--- src/rtl/fsyn_pkg.sv ---
package fsyn_pkg;
  localparam int MD_W   = 5;
  localparam int PE_W   = 15;
  localparam int SD_W   = 4;
  localparam int CFG_W  = 1 + SD_W + MD_W + PE_W;
  localparam int LIM_W  = 1 + MD_W + PE_W;
  localparam int ACC_W  = LIM_W + 1;
  localparam int SCNT_W = (1 << SD_W) - 1;

  typedef struct packed {
    logic            ns_bypass;
    logic [SD_W-1:0] sdiv;
    logic [MD_W-1:0] md;
    logic [PE_W-1:0] pe;
  } fsyn_cfg_t;
endpackage

--- src/rtl/fsyn_commit.sv ---
module fsyn_commit
  import fsyn_pkg::*;
#(
  parameter int SYNC_STAGES = 2
) (
  input  logic             clk,
  input  logic             rst_n,
  input  logic             prog_en,
  input  logic             cfg_we,
  input  logic [CFG_W-1:0] cfg_word,
  output fsyn_cfg_t        act_cfg
);
  logic [SYNC_STAGES-1:0] sync_q;
  logic                   prev_q;
  logic                   commit;
  fsyn_cfg_t              shadow_q;

  generate
    if (SYNC_STAGES == 1) begin : g_one
      always_ff @(posedge clk or negedge rst_n)
        if (!rst_n) sync_q <= '0;
        else        sync_q <= prog_en;
    end else begin : g_many
      always_ff @(posedge clk or negedge rst_n)
        if (!rst_n) sync_q <= '0;
        else        sync_q <= {sync_q[SYNC_STAGES-2:0], prog_en};
    end
  endgenerate

  assign commit = sync_q[SYNC_STAGES-1] & ~prev_q;

  always_ff @(posedge clk or negedge rst_n) begin
    if (!rst_n) begin
      prev_q   <= 1'b0;
      shadow_q <= '0;
      act_cfg  <= '0;
    end else begin
      prev_q <= sync_q[SYNC_STAGES-1];
      if (cfg_we) shadow_q <= fsyn_cfg_t'(cfg_word);
      if (commit) act_cfg  <= shadow_q;
    end
  end
endmodule

--- src/rtl/fsyn_phase_acc.sv ---
module fsyn_phase_acc
  import fsyn_pkg::*;
(
  input  logic            clk,
  input  logic            rst_n,
  input  logic            run,
  input  logic [MD_W-1:0] md,
  input  logic [PE_W-1:0] pe,
  output logic            wrap
);
  localparam logic [ACC_W-1:0] STEP = ACC_W'(1) << (MD_W + PE_W);

  logic [ACC_W-1:0] acc_q;
  logic [ACC_W-1:0] sum;
  logic [ACC_W-1:0] limit;

  assign limit = ACC_W'({1'b1, md, pe});
  assign sum   = acc_q + STEP;

  always_ff @(posedge clk or negedge rst_n) begin
    if (!rst_n) begin
      acc_q <= '0;
      wrap  <= 1'b0;
    end else if (!run) begin
      acc_q <= '0;
      wrap  <= 1'b0;
    end else if (sum >= limit) begin
      acc_q <= sum - limit;
      wrap  <= 1'b1;
    end else begin
      acc_q <= sum;
      wrap  <= 1'b0;
    end
  end
endmodule

--- src/rtl/fsyn_post_div.sv ---
module fsyn_post_div
  import fsyn_pkg::*;
(
  input  logic            clk,
  input  logic            rst_n,
  input  logic            run,
  input  logic            wrap,
  input  logic [SD_W-1:0] sdiv,
  input  logic            ns_bypass,
  output logic            out_pulse
);
  logic [SCNT_W-1:0] scnt_q;
  logic [SCNT_W-1:0] slim;
  logic [1:0]        tcnt_q;
  logic              s_done;

  assign slim   = {SCNT_W{1'b1}} >> (SCNT_W - int'(sdiv));
  assign s_done = wrap && (scnt_q >= slim);

  always_ff @(posedge clk or negedge rst_n) begin
    if (!rst_n) begin
      scnt_q    <= '0;
      tcnt_q    <= '0;
      out_pulse <= 1'b0;
    end else if (!run) begin
      scnt_q    <= '0;
      tcnt_q    <= '0;
      out_pulse <= 1'b0;
    end else begin
      out_pulse <= 1'b0;
      if (wrap) begin
        if (s_done) begin
          scnt_q <= '0;
          if (ns_bypass) begin
            out_pulse <= 1'b1;
          end else if (tcnt_q >= 2'd2) begin
            tcnt_q    <= '0;
            out_pulse <= 1'b1;
          end else begin
            tcnt_q <= tcnt_q + 2'd1;
          end
        end else begin
          scnt_q <= scnt_q + 1'b1;
        end
      end
    end
  end
endmodule

--- src/rtl/fsyn_channel.sv ---
module fsyn_channel
  import fsyn_pkg::*;
#(
  parameter int SYNC_STAGES = 2
) (
  input  logic             clk,
  input  logic             rst_n,
  input  logic             cfg_we,
  input  logic [CFG_W-1:0] cfg_word,
  input  logic             prog_en,
  input  logic             standby_n,
  input  logic             chan_rst,
  output logic             out_pulse
);
  fsyn_cfg_t act_cfg;
  logic      programmed;
  logic      run;
  logic      acc_wrap;

  fsyn_commit #(.SYNC_STAGES(SYNC_STAGES)) u_commit (
    .clk(clk), .rst_n(rst_n), .prog_en(prog_en),
    .cfg_we(cfg_we), .cfg_word(cfg_word), .act_cfg(act_cfg)
  );

  // an all-zero md/pe/sdiv set means the lane has not been programmed
  assign programmed = (act_cfg.md != '0) || (act_cfg.pe != '0) || (act_cfg.sdiv != '0);
  assign run        = standby_n && !chan_rst && programmed;

  fsyn_phase_acc u_acc (
    .clk(clk), .rst_n(rst_n), .run(run),
    .md(act_cfg.md), .pe(act_cfg.pe), .wrap(acc_wrap)
  );

  fsyn_post_div u_div (
    .clk(clk), .rst_n(rst_n), .run(run), .wrap(acc_wrap),
    .sdiv(act_cfg.sdiv), .ns_bypass(act_cfg.ns_bypass), .out_pulse(out_pulse)
  );
endmodule

--- config.mk ---
export PLATFORM = sky130hd
export DESIGN_NAME = fsyn_channel
export DESIGN_NICKNAME = d
export VERILOG_FILES = /design/src/rtl/fsyn_pkg.sv /design/src/rtl/fsyn_commit.sv /design/src/rtl/fsyn_phase_acc.sv /design/src/rtl/fsyn_post_div.sv /design/src/rtl/fsyn_channel.sv
export SDC_FILE = /design/constraint.sdc
export NUM_CORES = 1
export LEC_CHECK = 0
export BUFFER_PORTS_ARGS = -buffer_cell sky130_fd_sc_hd__buf_4
export CAP_MARGIN = 0
export CORE_MARGIN = 2
export CORE_UTILIZATION = 48
export DETAILED_ROUTE_END_ITERATION = 7
export PLACE_DENSITY_LB_ADDON = 0.1
export SLEW_MARGIN = 10
export SYNTH_ARGS = -nofsm -noshare
export SYNTH_HDL_FRONTEND = slang
export SYNTH_SLANG_ARGS = --single-unit
--- constraint.sdc ---
create_clock -name clk -period 5.7 [get_ports clk]
set_clock_uncertainty 0.2 [all_clocks]
set_input_delay 0.57 -clock clk [delete_from_list [all_inputs] [get_ports clk]]
set_output_delay 0.57 -clock clk [all_outputs]
set_load 0.02 [all_outputs]
After elaboration in Yosys (flattened, before gate mapping)
Index checks and enable logic that the tools add are counted.
- register bits after elaboration: 94
- input bits: 31
- output and inout port bits: 1
- add/subtract/negate cells: 5
- order comparisons: 3
- eq/ne operators: 3
- shift-type cells: 1
- mux-type cells: 17
- bitwise gates (word level): 2
- reductions and logical operators: 10
- operator list (cell ; count):
    two-way mux 15 bit ; 3
    two-way mux 22 bit ; 2
    right shift 15 x 32 -> 15 bit, first input constant ; 1
    adder 22 x 21 -> 22 bit, second input constant ; 1
    >= comparator 22 x 21 -> 1 bit ; 1
    subtractor 22 x 21 -> 22 bit ; 1
    adder 15 x 1 -> 15 bit, second input constant ; 1
    >= comparator 15 bit ; 1
    nonzero test 15 bit ; 1
    two-way mux 2 bit ; 5
    two-way mux 1 bit ; 7
    nonzero test 5 bit ; 1
    subtractor 4 x 4 -> 5 bit, first input constant ; 1
    != test 2 bit, second input constant ; 2
    nonzero test 4 bit ; 1
    logical AND 1 bit ; 3
    AND reduction 3 bit ; 1
    adder 2 x 1 -> 2 bit, second input constant ; 1
    >= comparator 2 bit, second input constant ; 1
    logical OR 1 bit ; 2
    != test 2 x 1 -> 1 bit, second input constant ; 1
    bitwise AND 1 bit ; 1
    logical NOT 1 bit ; 1
    NOT 1 bit ; 1

Logic depth before layout (Yosys ltp)
- word-level depth: 7
- gate-level depth with buffers: 13

Cells and area by module
From an unflattened synthesis, not the netlist that was laid out.
- cells, all modules: 538
- area total of the unflattened synthesis: 5659.2 um^2
- modules (own cells, without submodules) (module ; times used ; cells each ; area each (um^2)):
    fsyn_phase_acc ; 1 ; 267 ; 2168.3
    fsyn_commit ; 1 ; 110 ; 2049.5
    fsyn_post_div ; 1 ; 152 ; 1382.6
    fsyn_channel ; 1 ; 9 ; 58.8

Least setup slack after synthesis
OpenSTA, ideal clock, no wires.
- path kind: reg2reg
- start point: register u_acc.acc_q[0]
- end point: register u_acc.acc_q[0]
- library setup time: 0.120 ns
- arrival time: 2.280 ns
- setup slack: 3.100 ns
- stages on the path, launching flop included: 13
- path buffers: 2
- cell sequence: dfrtp_1 inv_1 ha_1 inv_1 fa_1 a21oi_1 o211ai_2 a31oi_4 a21oi_2 a21o_1 buf_6 buf_8 o211a_1
- word-level cells in the longest chain between the ends: 4
- elaborated cells between the ends (all ways): 5
- ends and longest elaborated chain (what ; line ; source):
    start: declaration ; fsyn_phase_acc.sv:13 ; logic [ACC_W-1:0] acc_q;
    start signal: assignment ; fsyn_phase_acc.sv:28 ; acc_q <= sum - limit;
    start signal: assignment ; fsyn_phase_acc.sv:31 ; acc_q <= sum;
    adder 22 x 21 -> 22 bit (*) ; fsyn_phase_acc.sv:18 ; assign sum = acc_q + STEP;
    subtractor 22 x 21 -> 22 bit or >= comparator 22 x 21 -> 1 bit (tied branches) ; fsyn_phase_acc.sv:28, fsyn_phase_acc.sv:27 ;
    two-way mux 22 bit (*) ; fsyn_phase_acc.sv:27 ; end else if (sum >= limit) begin
    two-way mux 22 bit (*) ; fsyn_phase_acc.sv:24 ; end else if (!run) begin
Every way passes the cells marked *; elsewhere a longest branch is shown, timed or not.
A chain may end at the register's enable or synchronous reset.

Worst setup path in the final report
- start point: register u_acc.acc_q[0]
- end point: register u_acc.acc_q[1]
Same word-level chain as after synthesis.

==> metrics.txt <==
synthesized area=5490 sq um; Core Util, Final=54.1%; CP Cell Sequence=inv_1 > ha_1 > inv_1 > fa_1 > a21oi_1 > o211ai_2 > a31oi_4 > a21oi_2 > a21oi_1 > mux2i_1 > nor2_1; MaxCap Viol Count=0; DRT antenna net count=0; Synth area leader=dfrtp_1; Final min period=3.32 ns; CTS Sinks=94; clk root buf=clkbuf_16; sequential area share after synthesis=42.9%; max frequency=0.302 GHz; Post-synth EDFFs=0; slowest stage delay, CP=0.82 ns; WS Path Type=register to register; Synth area leaders=dfrtp_1 (43%), ha_1 (8.4%), mux2_2 (6.2%); critical path endpoint category=register; Final WS setup=2.38 ns; Leakage=0.00279 uW; met1 Usage GRT=27.1%; FP Rows=39; Hold Crit Class=primary input to register; PD cells=326 nW/um^2; pre-CTS WS=2.42 ns; Routed Wire Length=12100 um; Yosys top cell area share=42.9%; non-filler cells, final=729; WP data arrival=3.32 ns; largest net degree at the start of global routing=73; main flop type after synthesis=dfrtp_1; Ys Warns=0; vias in the first global route=4283; Mapped Cells=562; share of cells above drive strength 1=15.9%; flops & latches, synth=94; Fin. Hold Viols=0; TritonCTS clock tree=built; starting utilization of the core area=48.7%; # IOs=32; routing usage on met3=3.01%; max-slew violations=0; DRC Markers=0; number of buffers created by CTS=9; initial DRC count=156; GRT overflow=0; Bufs on Longest Clock Path=2; routed len/inst=16.7 um; Post-synth ARST share=100%; initial antenna violation count=0; M2 GR Usage=37.3%; Worst-Skew Late Latency=0.35 ns; post-DP HPWL=8800 um; first-pass GRT wire length=21100 um; Nets=650; Synth cell types=59; dpl cells=712; Core Region=11300 sq um; Die Y=111 um; GP Congestion=0.955; total global-route track usage=21.5%; maximum vdd drop=194 uV; hold path depth=1; n_diodes=0; port bufs=31; total number of vias=4076; post-cts resize count=0; Sum Neg Setup Slack=0 ns; CP Max Fanout=13; Worst setup SP type=register; full die area=12300 sq um; RSZ-0062 raised after global routing=false; gr busiest metal=met2; WHS=0.128 ns; Setup violations, final=0; P&R area growth vs syn=11.2%; Mean Syn Cell Area=9.76 sq um; reg2reg path depth=11; WP data required=5.71 ns; die width=111 um; CTS clk-pin slew, worst paths=0.07 ns; status=finished clean; drt pass-1 iters=4; worst slew pin tran=1.01 ns; Relative slew margins=32.4%; postcts setup bufs=0; crit path max-delay cell type=a21oi_1; H-tree depth=3; syn nets=631; Via-to-Cell Ratio=5.59; fin crit share=58.2%
-- placed cells by master, fill, tap and decap left out, drive strengths merged, types with 7 or more instances in the layout --
cell / n
a21oi: 27
nand2: 58
nand4: 10
mux2: 30
xor2: 12
nor2b: 7
nor3: 11
nor4: 8
nand3: 16
clkbuf: 11
o211ai: 8
xnor2: 14
inv: 35
dfrtp: 94
mux2i: 14
a21o: 10
ha: 37
buf: 33
o21ai: 40
o21a: 9
nor2: 43
-- what timing repair did --
action | 4_1_cts | 5_1_grt
setup endpoints to repair | 0 | 0
hold endpoints to repair | 22 | 0
hold buffers | 1 | 0
-- layer usage --
| metal | wire (um) | share of wire, % |
|---|---|---|
| met1 | 5390 | 44 |
| met2 | 6130 | 50 |
| met3 | 389 | 3.2 |
| met4 | 229 | 1.9 |
| met5 | 0 | 0 |
-- synth_stat cells, drive strengths merged (6+ instances only) --
cell type  number
o21ai          40
o211ai          8
xnor2          14
nor2b           7
or3             6
dfrtp          94
nand2          58
mux2           30
a21oi          27
nor4            8
nor2           43
a21o           10
clkbuf         15
ha             37
mux2i          14
o21a            9
nand4          10
nand3          16
xor2           12
buf            11
nor3           11
inv            33
-- power breakdown --
group | switching, uW | total [uW] | internal [uW]
Sequential | 52.6 | 783 | 731
Clock | 273 | 642 | 369
Combinational | 325 | 565 | 240
-- final timing paths --
| kind | from | to | slack, ns |
|---|---|---|---|
| worst max-delay path | u_acc.acc_q[0] | u_acc.acc_q[1] | 2.38 |
| worst min-delay path | prog_en | u_commit.sync_q[0] | 0.13 |
| min in group asynchronous | rst_n | u_div.scnt_q[13] | 0.45 |
| max in group asynchronous | rst_n | u_commit.shadow_q[8] | 3.66 |
| worst max register to register | u_acc.acc_q[0] | u_acc.acc_q[1] | 2.38 |
| worst min register to register | u_commit.sync_q[0] | u_commit.sync_q[1] | 0.15 |
-- cells by family (layout without fill, tap and decap cells) --
logic type	Yosys count	count (layout)	share of synthesized area [%]
buf+inv	59	83	4.81
flops	94	94	42.9
xor+xnor	26	26	4.15
mux	44	44	8.71
compound gates	122	122	14.8
fa+ha+maj	38	38	8.80
simple gates	179	179	15.9
-- registers in the layout (all words and copies together), names as in the netlist --
name	count
u_div.scnt_q	15
u_commit.act_cfg	25
u_div.tcnt_q	2
u_commit.prev_q	1
u_acc.acc_q	22
u_div.out_pulse	1
u_commit.sync_q	2
u_acc.wrap	1
u_commit.shadow_q	25
-- cell type report --
type | instances | area [sq um]
Tap cell | 143 | 179
Timing Repair Buffer | 34 | 258
Clock inverter | 5 | 65.1
Fill cell | 1027 | 5170
Sequential cell | 94 | 2350
Inverter | 33 | 124
Clock buffer | 11 | 253
Multi-Input combinational cell | 409 | 2870
-- through the flow --
step | power, uW | instance area, sq um
after detailed placement | 1360 | 5780
after CTS | 2010 | 6100
after floorplan | 1230 | 5490
after global placement | 1360 | 5780
after global routing | 2120 | 6100
final | 1990 | 6100
-- worst max-delay path, delay by kind of cell (launching register included) --
family	cells	cell delay (ns)
adder cells (fa/ha/maj)	2	0.55
flip-flops	1	0.38
multiplexers	1	0.28
buffers and inverters	2	0.12
AND/OR/NAND/NOR	1	0.05
AO/OA/AOI/OAI	5	1.59
(Power assumes the default switching activity.)
